## config.mk

```make
export PLATFORM = sky130hd
export DESIGN_NAME = lp_snooze_ctrl
export DESIGN_NICKNAME = d
export VERILOG_FILES = /design/src/rtl/lp_snooze_pkg.sv /design/src/rtl/lp_zz_sync.sv /design/src/rtl/lp_interval_timer.sv /design/src/rtl/lp_snooze_fsm.sv /design/src/rtl/lp_snooze_ctrl.sv
export SDC_FILE = /design/constraint.sdc
export NUM_CORES = 1
export LEC_CHECK = 0
export BUFFER_PORTS_ARGS = -buffer_cell sky130_fd_sc_hd__buf_2
export CAP_MARGIN = 10
export CORE_AREA = 2 2 39 41
export CTS_CLUSTER_SIZE = 20
export DETAILED_ROUTE_END_ITERATION = 12
export DIE_AREA = 0 0 41 43
export HOLD_SLACK_MARGIN = 0.03
export PLACE_DENSITY = 0.57
export SLEW_MARGIN = 20
export SYNTH_ARGS = -nofsm -noshare
export SYNTH_HDL_FRONTEND = slang
export SYNTH_SLANG_ARGS = --single-unit
```

## constraint.sdc

```tcl
create_clock -name clk -period 1.5 [get_ports clk]
set_clock_uncertainty 0.1 [all_clocks]
set_input_delay 0.15 -clock clk [delete_from_list [all_inputs] [get_ports clk]]
set_output_delay 0.15 -clock clk [all_outputs]
set_load 0.005 [all_outputs]
```

## src/rtl/lp_snooze_pkg.sv

```systemverilog
package lp_snooze_pkg;

  typedef enum logic [1:0] {
    ST_AWAKE  = 2'd0,
    ST_ARMING = 2'd1,
    ST_ASLEEP = 2'd2,
    ST_WAKING = 2'd3
  } lp_state_e;

  // Ceiling division used to turn a time into clock cycles.
  function automatic int ceil_div(input int num, input int den);
    return (num + den - 1) / den;
  endfunction

endpackage

```

## src/rtl/lp_zz_sync.sv

```systemverilog
module lp_zz_sync #(
  parameter int STAGES = 2
) (
  input  logic clk,
  input  logic rst,
  input  logic d_async,
  output logic q_sync
);
  logic [STAGES-1:0] chain;

  generate
    for (genvar s = 0; s < STAGES; s++) begin : g_stage
      if (s == 0) begin : g_first
        always_ff @(posedge clk) begin
          if (rst) chain[0] <= 1'b0;
          else     chain[0] <= d_async;
        end
      end else begin : g_next
        always_ff @(posedge clk) begin
          if (rst) chain[s] <= 1'b0;
          else     chain[s] <= chain[s-1];
        end
      end
    end
  endgenerate

  assign q_sync = chain[STAGES-1];
endmodule

```

## src/rtl/lp_interval_timer.sv

```systemverilog
module lp_interval_timer #(
  parameter int W = 4
) (
  input  logic         clk,
  input  logic         rst,
  input  logic         clr,
  input  logic [W-1:0] limit,
  output logic         done
);
  logic [W-1:0] cnt;

  always_ff @(posedge clk) begin
    if (rst || clr)  cnt <= '0;
    else if (!(&cnt)) cnt <= cnt + W'(1);
  end

  // Done in the cycle that closes an interval of `limit` cycles.
  assign done = (cnt == limit - W'(1));
endmodule

```

## src/rtl/lp_snooze_fsm.sv

```systemverilog
module lp_snooze_fsm
  import lp_snooze_pkg::*;
#(
  parameter int W         = 4,
  parameter int ENTRY_CYC = 13,
  parameter int RECOV_CYC = 13
) (
  input  logic         clk,
  input  logic         rst,
  input  logic         zz_s,
  input  logic         tmr_done,
  output logic         tmr_clr,
  output logic [W-1:0] tmr_limit,
  output logic         sleep_q,
  output logic         gate_q,
  output logic         strobe_q,
  output logic         hiz_q
);
  lp_state_e state_q, state_d;

  always_comb begin
    state_d = state_q;
    unique case (state_q)
      ST_AWAKE:  if (zz_s) state_d = ST_ARMING;
      ST_ARMING: begin
        if (!zz_s)         state_d = ST_AWAKE;
        else if (tmr_done) state_d = ST_ASLEEP;
      end
      ST_ASLEEP: if (!zz_s)    state_d = ST_WAKING;
      ST_WAKING: if (tmr_done) state_d = ST_AWAKE;
      default:   state_d = ST_AWAKE;
    endcase
  end

  assign tmr_clr   = (state_d != state_q);
  assign tmr_limit = (state_q == ST_ARMING) ? W'(ENTRY_CYC) : W'(RECOV_CYC);

  always_ff @(posedge clk) begin
    if (rst) begin
      state_q  <= ST_AWAKE;
      sleep_q  <= 1'b0;
      gate_q   <= 1'b1;
      strobe_q <= 1'b1;
      hiz_q    <= 1'b0;
    end else begin
      state_q  <= state_d;
      sleep_q  <= (state_d == ST_ASLEEP);
      gate_q   <= (state_d != ST_ASLEEP);
      strobe_q <= (state_d == ST_AWAKE) || (state_d == ST_ARMING);
      hiz_q    <= (state_d == ST_ASLEEP);
    end
  end
endmodule

```

## src/rtl/lp_snooze_ctrl.sv

```systemverilog
module lp_snooze_ctrl
  import lp_snooze_pkg::*;
#(
  parameter int CLK_PERIOD_PS = 8000,
  parameter int STANDBY_PS    = 100000,
  parameter int RECOVER_PS    = 100000,
  parameter int SYNC_STAGES   = 2
) (
  input  logic clk,
  input  logic rst,
  input  logic zz_async,
  output logic sleep_o,
  output logic in_gate_en_o,
  output logic strobe_ok_o,
  output logic out_hiz_o
);
  localparam int ENTRY_CYC = ceil_div(STANDBY_PS, CLK_PERIOD_PS);
  localparam int RECOV_CYC = ceil_div(RECOVER_PS, CLK_PERIOD_PS);
  localparam int MAX_CYC   = (ENTRY_CYC > RECOV_CYC) ? ENTRY_CYC : RECOV_CYC;
  localparam int CNT_W     = $clog2(MAX_CYC + 1);

  logic             zz_s;
  logic             tmr_clr, tmr_done;
  logic [CNT_W-1:0] tmr_limit;

  lp_zz_sync #(.STAGES(SYNC_STAGES)) u_sync (
    .clk(clk), .rst(rst), .d_async(zz_async), .q_sync(zz_s)
  );

  lp_interval_timer #(.W(CNT_W)) u_timer (
    .clk(clk), .rst(rst), .clr(tmr_clr), .limit(tmr_limit), .done(tmr_done)
  );

  lp_snooze_fsm #(
    .W(CNT_W), .ENTRY_CYC(ENTRY_CYC), .RECOV_CYC(RECOV_CYC)
  ) u_fsm (
    .clk(clk), .rst(rst), .zz_s(zz_s), .tmr_done(tmr_done),
    .tmr_clr(tmr_clr), .tmr_limit(tmr_limit),
    .sleep_q(sleep_o), .gate_q(in_gate_en_o),
    .strobe_q(strobe_ok_o), .hiz_q(out_hiz_o)
  );
endmodule

```

* Yosys cells after proc, flatten, opt, wreduce, memory -nomap -nowiden *
Cells that the tools add are included.

word-level totals
  register bits after elaboration = 11
  bits of input ports = 3
  logic and storage cells = 27

cells by class
  add/subtract/negate cells = 1
  equality and inequality tests = 8
  muxes and demuxes = 6
  reduce and logical (&&, ||, !) cells = 5

operator list
  kind                                                              count
  2-bit two-way mux                                                 5
  2-bit case mux with 4 select lines                                1
  2-bit == test (second input constant)                             3
  4-bit by 1-bit adder with 4-bit output (second input constant)    1
  2-bit by 1-bit == test with 1-bit output (second input constant)  2
  4-bit == test (second input constant)                             1
  2-bit logical NOT                                                 2
  4-bit AND reduction                                               1
  1-bit logical OR                                                  2
  2-bit inequality test                                             1
  2-bit inequality test (second input constant)                     1

* Logic depth before layout (Yosys ltp) *
Gate-level depths: netlist of the first run.

  word-level depth = 6
  gate-level depth with buffers = 5
  depth with buffers taken out = 5

* By module *
Synthesis of the first run repeated with hierarchy kept, for this count alone.

unflattened totals
  cell total of the unflattened synthesis = 61
  area total of the unflattened synthesis = 599.3 sq um

modules (own cells, without submodules)
  module             instances  cells an instance  area each (sq um)
  lp_snooze_fsm      1          28                 290.3
  lp_interval_timer  1          29                 256.5
  lp_zz_sync         1          4                  52.6

* Least setup slack after synthesis of the first run *
No wires, ideal clock.

  kind = reg-to-reg
  start = register u_timer.cnt[0]
  end = register u_fsm.strobe_q
  arrival time = 1.141 ns
  data required time = 1.277 ns
  setup slack = 0.135 ns
  stages on the path, launching flop included = 6
  period minus slack after synthesis = 1.365 ns
  cells stage by stage = dfxtp_1 inv_1 ha_1 nand4_1 mux2i_1 or2_2

between the ends
  word-level cells in the longest chain between the ends = 6
  elaborated cells on any way between the ends = 8
  classes of those cells = eq/ne (2); mux (4); reduce/logical (2)

RTL lines
  what                                                                           line                     text
  start: declaration                                                             lp_interval_timer.sv:10  logic [W-1:0] cnt;
  start signal: assignment                                                       lp_interval_timer.sv:14  else if (!(&cnt)) cnt <= cnt + W'(1);
  4-bit == test (*)                                                              lp_interval_timer.sv:18  assign done = (cnt == limit - W'(1));
  2-bit two-way mux                                                              lp_snooze_fsm.sv:27      else if (tmr_done) state_d = ST_ASLEEP;
  2-bit two-way mux                                                              lp_snooze_fsm.sv:26      if (!zz_s) state_d = ST_AWAKE;
  2-bit case mux with 4 select lines (*)                                         lp_snooze_fsm.sv:23      unique case (state_q)
  2-bit by 1-bit == test with 1-bit output or 2-bit logical NOT (tied branches)  lp_snooze_fsm.sv:49      strobe_q <= (state_d == ST_AWAKE) || (state_d == ST_ARMING);
  1-bit logical OR (*)                                                           lp_snooze_fsm.sv:49
  end signal: assignment                                                         lp_snooze_fsm.sv:49
  end: declaration                                                               lp_snooze_fsm.sv:16      output logic strobe_q,

Mark *: on every way between the ends. The rest lies on a longest branch, timed or not.
A chain may end at the register's enable or synchronous reset.

* Final worst setup path of the first run *
  start = register u_timer.cnt[1]
  end = register u_fsm.strobe_q

The elaborated chain is that of the path after synthesis.

==> impl_metrics.env, run 1 <==
export IMPL_maxSlewHeadroom_pct=81.35
export IMPL_worst_endpoint_arrival_ns=1.45
export IMPL_maxCapViolations=0
export IMPL_ys_ff_latch=11
export IMPL_rsz0062_at_grt="no"
export IMPL_gp_congestion=0.6874
export IMPL_cts_tree="built"
export IMPL_wl_per_cell_um=9.320
export IMPL_grt_pass1_vias=367
export IMPL_gr_usage_met1_pct=12.13
export IMPL_fin_cells=75
export IMPL_cp_required_ns=1.55
export IMPL_numPortBuffers=6
export IMPL_setup_worst_path_start_class="flip-flop"
export IMPL_worst_hold_slack_ns=0.3474
export IMPL_grt_remaining_overflow=0
export IMPL_routed_wl_um=699
export IMPL_antenna_found_initial=0
export IMPL_grt_pass1_wl_um=1345
export IMPL_powerDensity_nw_per_um2=973.8
export IMPL_finalHoldViolCount=0
export IMPL_r2r_slack_ns=0.1
export IMPL_fillCellCount=141
export IMPL_fin_tns_setup_ns=0
export IMPL_vias=362
export IMPL_syn_num_nets=50
export IMPL_cpPeakStageDelay_ns=0.34
export IMPL_p_seq_share_pct=55.8
export IMPL_clk_path_buf_depth=2
export IMPL_drt_initial_drc_count=1
export IMPL_seq_area_frac_synth_pct=47.96
export IMPL_p_clk_share_pct=35.8
export IMPL_cts_root_buf="clkbuf_4"
export IMPL_critical_path_class="flip-flop to flip-flop"
export IMPL_switching_share_pct=22.90
export IMPL_setup_slack_ns=0.09935
export IMPL_busiest_layer="met2"
export IMPL_fp_coreArea_um2=1384
export IMPL_synth_cells=45
export IMPL_finalMaxSlewViolations=0
export IMPL_netlist_area_um2=459.2
export IMPL_yosysWarnings=0
export IMPL_yosysUniqueCellTypes=21
export IMPL_min_period_over_period_pct=93.38
export IMPL_p_switching_uw=128.1
export IMPL_firstDrtPassIters=2
export IMPL_syn_area_per_cell_um2=10.20
export IMPL_start_util_pct=33.18
export IMPL_dieArea_um2=1763
export IMPL_drive_gt1_share_pct=27.12
export IMPL_status="finished, final reports clean"
export IMPL_area_delta_synth_final_pct=25.07
export IMPL_die_h_um=43
export IMPL_dp_cells=68
export IMPL_use_met3_pct=3.141
export IMPL_fin_crit_ns=1.401
export IMPL_drc=0
export IMPL_cts_clk_slew_worst_paths_ns=0.08
export IMPL_p_total_uw=559.3
export IMPL_worstPathMaxFanout=5
export IMPL_dp_hpwl_um=504.8
export IMPL_fmax_ghz=0.7140
export IMPL_worstMarginPinSlew_ns=0.2797
export IMPL_post_cts_buffers=0
export IMPL_combPwrFrac_pct=8.4
export IMPL_ant_nets=0
export IMPL_cts_buffers=3
export IMPL_num_nets_final=65
export IMPL_cp_top_family="simple AND/OR/NAND/NOR gates"
export IMPL_grt_usage_pct=11.31
export IMPL_h_tree_depth=1
export IMPL_p_int_uw=431.2
export IMPL_clock_latency_ns=0.26
export IMPL_io_pins=7
export IMPL_setup_viol=0
export IMPL_critPathSlowestCell="dfxtp_2"
export IMPL_worstPathCellList="inv_1, ha_1, nand4_1, mux2i_1, or2_2"
export IMPL_hp_class="flip-flop to flip-flop"
export IMPL_setup_worst_path_end_class="flip-flop"
export IMPL_viasPerCell=4.827
export IMPL_n_antenna_cell=0
export IMPL_pre_cts_ws_ns=0.09240
export IMPL_p_leak_nw=0.2509
export IMPL_grt_max_degree=8
export IMPL_met2_usage_pct=17.81
export IMPL_rows=14
export IMPL_ir_drop_uv=341.0
export IMPL_worst_path_buf_inv=1
export IMPL_die_w_um=41
export IMPL_cts_num_sinks=11
==> state kept, by name, summed over array words and instances, names as in the netlist <==
signal and flops:
u_timer.cnt 4, u_fsm.state_q 2, u_fsm.gate_q 1, u_fsm.hiz_q 1, u_fsm.strobe_q 1, u_sync.chain 1
u_sync.q_sync 1
==> timing repair <==
item	CTS	global route
setup endpoints to repair	0	1
resized for setup	0	1
hold endpoints to repair	3	0
hold buffers	3	0
==> stage by stage <==
| stage | util [%] | cell area, um^2 |
|---|---|---|
| floorplan | - | 459.2 |
| CTS | 41.41 | 573.1 |
| detailed placement | 37.34 | 516.7 |
| global placement | 37.34 | 516.7 |
| finish | 41.50 | 574.3 |
| global route | 41.50 | 574.3 |
==> Yosys cell counts <==
| master | count | area share (%) |
|---|---|---|
| a211oi_1 | 1 | 1.6 |
| dfxtp_1 | 11 | 48 |
| nor2b_1 | 2 | 2.7 |
| xnor2_1 | 2 | 3.8 |
| nand2_1 | 1 | 0.82 |
| nand3b_1 | 1 | 1.6 |
| or3b_1 | 1 | 1.9 |
| o2111a_1 | 1 | 2.5 |
| inv_1 | 3 | 2.5 |
| and3_1 | 1 | 1.4 |
| nor2_1 | 6 | 4.9 |
| and2b_2 | 1 | 1.9 |
| mux2i_1 | 3 | 6.5 |
| nand3_1 | 3 | 3.3 |
| buf_4 | 1 | 1.6 |
| nor3_2 | 1 | 2.2 |
| o2111ai_2 | 1 | 3.3 |
| a31oi_1 | 1 | 1.4 |
| or2_2 | 1 | 1.4 |
| nand4_1 | 1 | 1.4 |
| ha_1 | 2 | 5.4 |
==> layer usage <==
layer  vias to the layer above  routed length [um]  part of all wire (%)
met5                         -                   0                     0
met4                         0                  11                   1.6
met3                         2                  13                   1.9
met2                         5                 362                    52
met1                       173                 312                    45
li1                        182                   -                     -
==> cells by family after synthesis <==
logic type / Yosys count / share of synthesized area (%)
AOI/OAI and AO/OA: 4 / 8.720
xor gates and xnor gates: 2 / 3.815
and+or+nand+nor: 19 / 23.43
buffers and inverters: 4 / 4.088
DFF: 11 / 47.96
adders and majority gates: 2 / 5.449
muxes: 3 / 6.540
==> cell type report <==
| type | instances | area [um^2] | area share, % |
|---|---|---|---|
| clock buffers | 4 | 26.28 | 4.575 |
| flip-flops and latches | 11 | 221.5 | 38.56 |
| repair buffers | 11 | 75.07 | 13.07 |
| multi-input cells | 30 | 220.2 | 38.34 |
| well taps | 16 | 20.02 | 3.486 |
| inverters | 3 | 11.26 | 1.961 |
==> cells in the final DEF, fill, tap and decap left out, types with 2 or more instances in the layout <==
| cell type | count |
|---|---|
| nand3_1 | 3 |
| buf_2 | 6 |
| buf_4 | 2 |
| ha_1 | 2 |
| mux2i_1 | 3 |
| dlygate4sd3_1 | 3 |
| xnor2_1 | 2 |
| inv_1 | 3 |
| clkbuf_4 | 3 |
| dfxtp_1 | 10 |
| nor2_1 | 6 |
| nor2b_1 | 2 |
==> final timing paths <==
check | start | cells after the start | end
hold / removal | u_sync.chain[0] | 1 | u_sync.q_sync
setup / recovery | u_timer.cnt[1] | 5 | u_fsm.strobe_q
hold reg to reg | u_sync.chain[0] | 1 | u_sync.q_sync
setup reg to reg | u_timer.cnt[1] | 5 | u_fsm.strobe_q
==> power groups by stage <==
stage,Sequential [mW],Combinational (mW),Clock [mW]
floorplan,0.318,0.0270,0
global placement,0.318,0.0407,0
detailed placement,0.318,0.0415,0
CTS,0.311,0.0474,0.211
global route,0.315,0.0541,0.227
finish,0.312,0.0470,0.200
==> worst register-to-register path, cell delays in order (launching register included) <==
cell and delay, ns:
dfxtp_2 0.34, inv_1 0.05, ha_1 0.13, nand4_1 0.20, mux2i_1 0.19, or2_2 0.28
Power figures use the tool's default switching activity.
==> run 2, diff against run 1 <==
--- a/config.mk
+++ b/config.mk
@@ -13,6 +13,7 @@
 export DIE_AREA = 0 0 41 43
 export HOLD_SLACK_MARGIN = 0.03
 export PLACE_DENSITY = 0.57
+export SETUP_SLACK_MARGIN = 0.1
 export SLEW_MARGIN = 20
 export SYNTH_ARGS = -nofsm -noshare
 export SYNTH_HDL_FRONTEND = slang
==> run 2 against run 1 <==
Maximum frequency grew 1.6%. Critical path depth is 1 higher. Core utilization increased by 2.4 points. Power is 1.8% higher. Via count increased by 1.4%. Sequential share of layout area fell by 1.7 points. Non-clock buffer count rose by 2. Final cell count is 2.7% higher. Largest power group unchanged.
==> impl_metrics.env, run 2 (same netlist as run 1, synthesis figures left out) <==
export IMPL_clock_latency_ns=0.26
export IMPL_cp_required_ns=1.60
export IMPL_setup_worst_path_end_class="flip-flop"
export IMPL_cts_buffers=3
export IMPL_cts_tree="built"
export IMPL_top_register="u_timer.cnt"
export IMPL_grt_pass1_vias=371
export IMPL_numPortBuffers=6
export IMPL_gp_congestion=0.6874
export IMPL_finalMaxSlewViolations=0
export IMPL_cts_clk_slew_worst_paths_ns=0.08
export IMPL_io_pins=7
export IMPL_ir_drop_uv=340.3
export IMPL_die_w_um=41
export IMPL_drive_gt1_share_pct=37.70
export IMPL_vias=367
export IMPL_hp_class="flip-flop to flip-flop"
export IMPL_maxCapViolations=0
export IMPL_dieArea_um2=1763
export IMPL_antenna_found_initial=0
export IMPL_combPwrFrac_pct=9.7
export IMPL_powerDensity_nw_per_um2=936.2
export IMPL_viasPerCell=4.766
export IMPL_p_switching_uw=133.1
export IMPL_setup_worst_path_start_class="flip-flop"
export IMPL_rsz0062_at_grt="yes"
export IMPL_status="finished, final reports clean"
export IMPL_grt_remaining_overflow=0
export IMPL_cts_num_sinks=11
export IMPL_cts_root_buf="clkbuf_4"
export IMPL_fp_coreArea_um2=1384
export IMPL_p_int_uw=436.2
export IMPL_setup_slack_ns=0.1216
export IMPL_worstPathMaxFanout=5
export IMPL_n_antenna_cell=0
export IMPL_die_h_um=43
export IMPL_area_delta_synth_final_pct=32.43
export IMPL_reg_largest_list="u_timer.cnt: 4 flops, u_fsm.state_q: 2 flops"
export IMPL_num_nets_final=67
export IMPL_switching_share_pct=23.39
export IMPL_fmax_ghz=0.7255
export IMPL_routed_wl_um=739
export IMPL_p_seq_share_pct=55.0
export IMPL_largest_reg_flops=4
export IMPL_fin_tns_setup_ns=0
export IMPL_layout_common_cells="dfxtp_1, nor2_1, buf_2, buf_4"
export IMPL_firstDrtPassIters=3
export IMPL_grt_max_degree=8
export IMPL_start_util_pct=33.18
export IMPL_p_leak_nw=0.2672
export IMPL_drc=0
export IMPL_finish_utilization_pct=43.94
export IMPL_p_clk_share_pct=35.2
export IMPL_dp_hpwl_um=504.8
export IMPL_min_period_over_period_pct=91.90
export IMPL_grt_usage_pct=11.40
export IMPL_setup_viol=0
export IMPL_drt_initial_drc_count=3
export IMPL_ant_nets=0
export IMPL_clk_path_buf_depth=2
export IMPL_finalHoldViolCount=0
export IMPL_h_tree_depth=1
export IMPL_fin_crit_ns=1.378
export IMPL_final_common_cell="dfxtp_1"
export IMPL_rows=14
export IMPL_worstMarginPinSlew_ns=0.2757
export IMPL_maxSlewHeadroom_pct=81.62
export IMPL_critical_path_class="flip-flop to flip-flop"
export IMPL_pre_cts_ws_ns=0.09240
export IMPL_grt_pass1_wl_um=1359
export IMPL_worst_endpoint_arrival_ns=1.48
export IMPL_wl_per_cell_um=9.597
-- run 2: final timing paths --
check | start | endpoint | slack [ns] | cells after the start
worst max-delay path | u_timer.cnt[1] | u_fsm.hiz_q | 0.12 | 6
worst max register to register | u_timer.cnt[1] | u_fsm.hiz_q | 0.12 | 6
worst min register to register | u_sync.chain[0] | u_sync.q_sync | 0.35 | 1
worst min-delay path | u_sync.chain[0] | u_sync.q_sync | 0.35 | 1
-- run 2: power by group through the flow --
stage	logic (mW)	clock network, mW	registers (mW)
4_1_cts	0.0474	0.211	0.312
6_report	0.0554	0.201	0.313
2_1_floorplan	0.0270	0	0.318
3_3_place_gp	0.0407	0	0.318
3_5_place_dp	0.0415	0	0.318
5_1_grt	0.0662	0.227	0.316
-- run 2: routing by layer --
layer | up-vias | wire [um] | GRT usage [%]
met5 | - | 0 | 0
met4 | 0 | 11 | 8.000
met3 | 2 | 13 | 3.141
met2 | 5 | 369 | 18.13
met1 | 172 | 345 | 12.09
li1 | 188 | - | -
-- run 2: through the flow --
stage	power, mW	hold slack, ns	area, um^2	cells
6_report	0.5693	0.3469	608.1	77
5_1_grt	0.6090	0.3848	608.1	77
4_1_cts	0.5707	0.3548	581.8	76
3_5_place_dp	0.3597	0.2689	516.7	68
3_3_place_gp	0.3588	0.2578	516.7	68
2_1_floorplan	0.3454	0.1216	459.2	45
-- run 2: area by class of cell --
cell class | count | area [um^2]
Tap cell | 16 | 20.02
Inverter | 3 | 11.26
Fill cell | 136 | 775.7
Multi-Input combinational cell | 30 | 239.0
Clock buffer | 4 | 26.28
Timing Repair Buffer | 13 | 87.58
Sequential cell | 11 | 224.0
-- run 2: timing repair --
action,4_1_cts,5_1_grt
gates cloned,0,0
resized for setup,1,7
pin swaps,0,2
hold buffers,3,0
setup endpoints to repair,1,5
hold endpoints to repair,3,0
setup buffers,1,2
-- run 2: worst max-delay path, cell delays in order (launching register included) --
cell     delay (ns)
dfxtp_4        0.36
inv_2          0.06
ha_4           0.11
nand4_1        0.17
buf_4          0.20
mux2i_2        0.15
and3_1         0.16
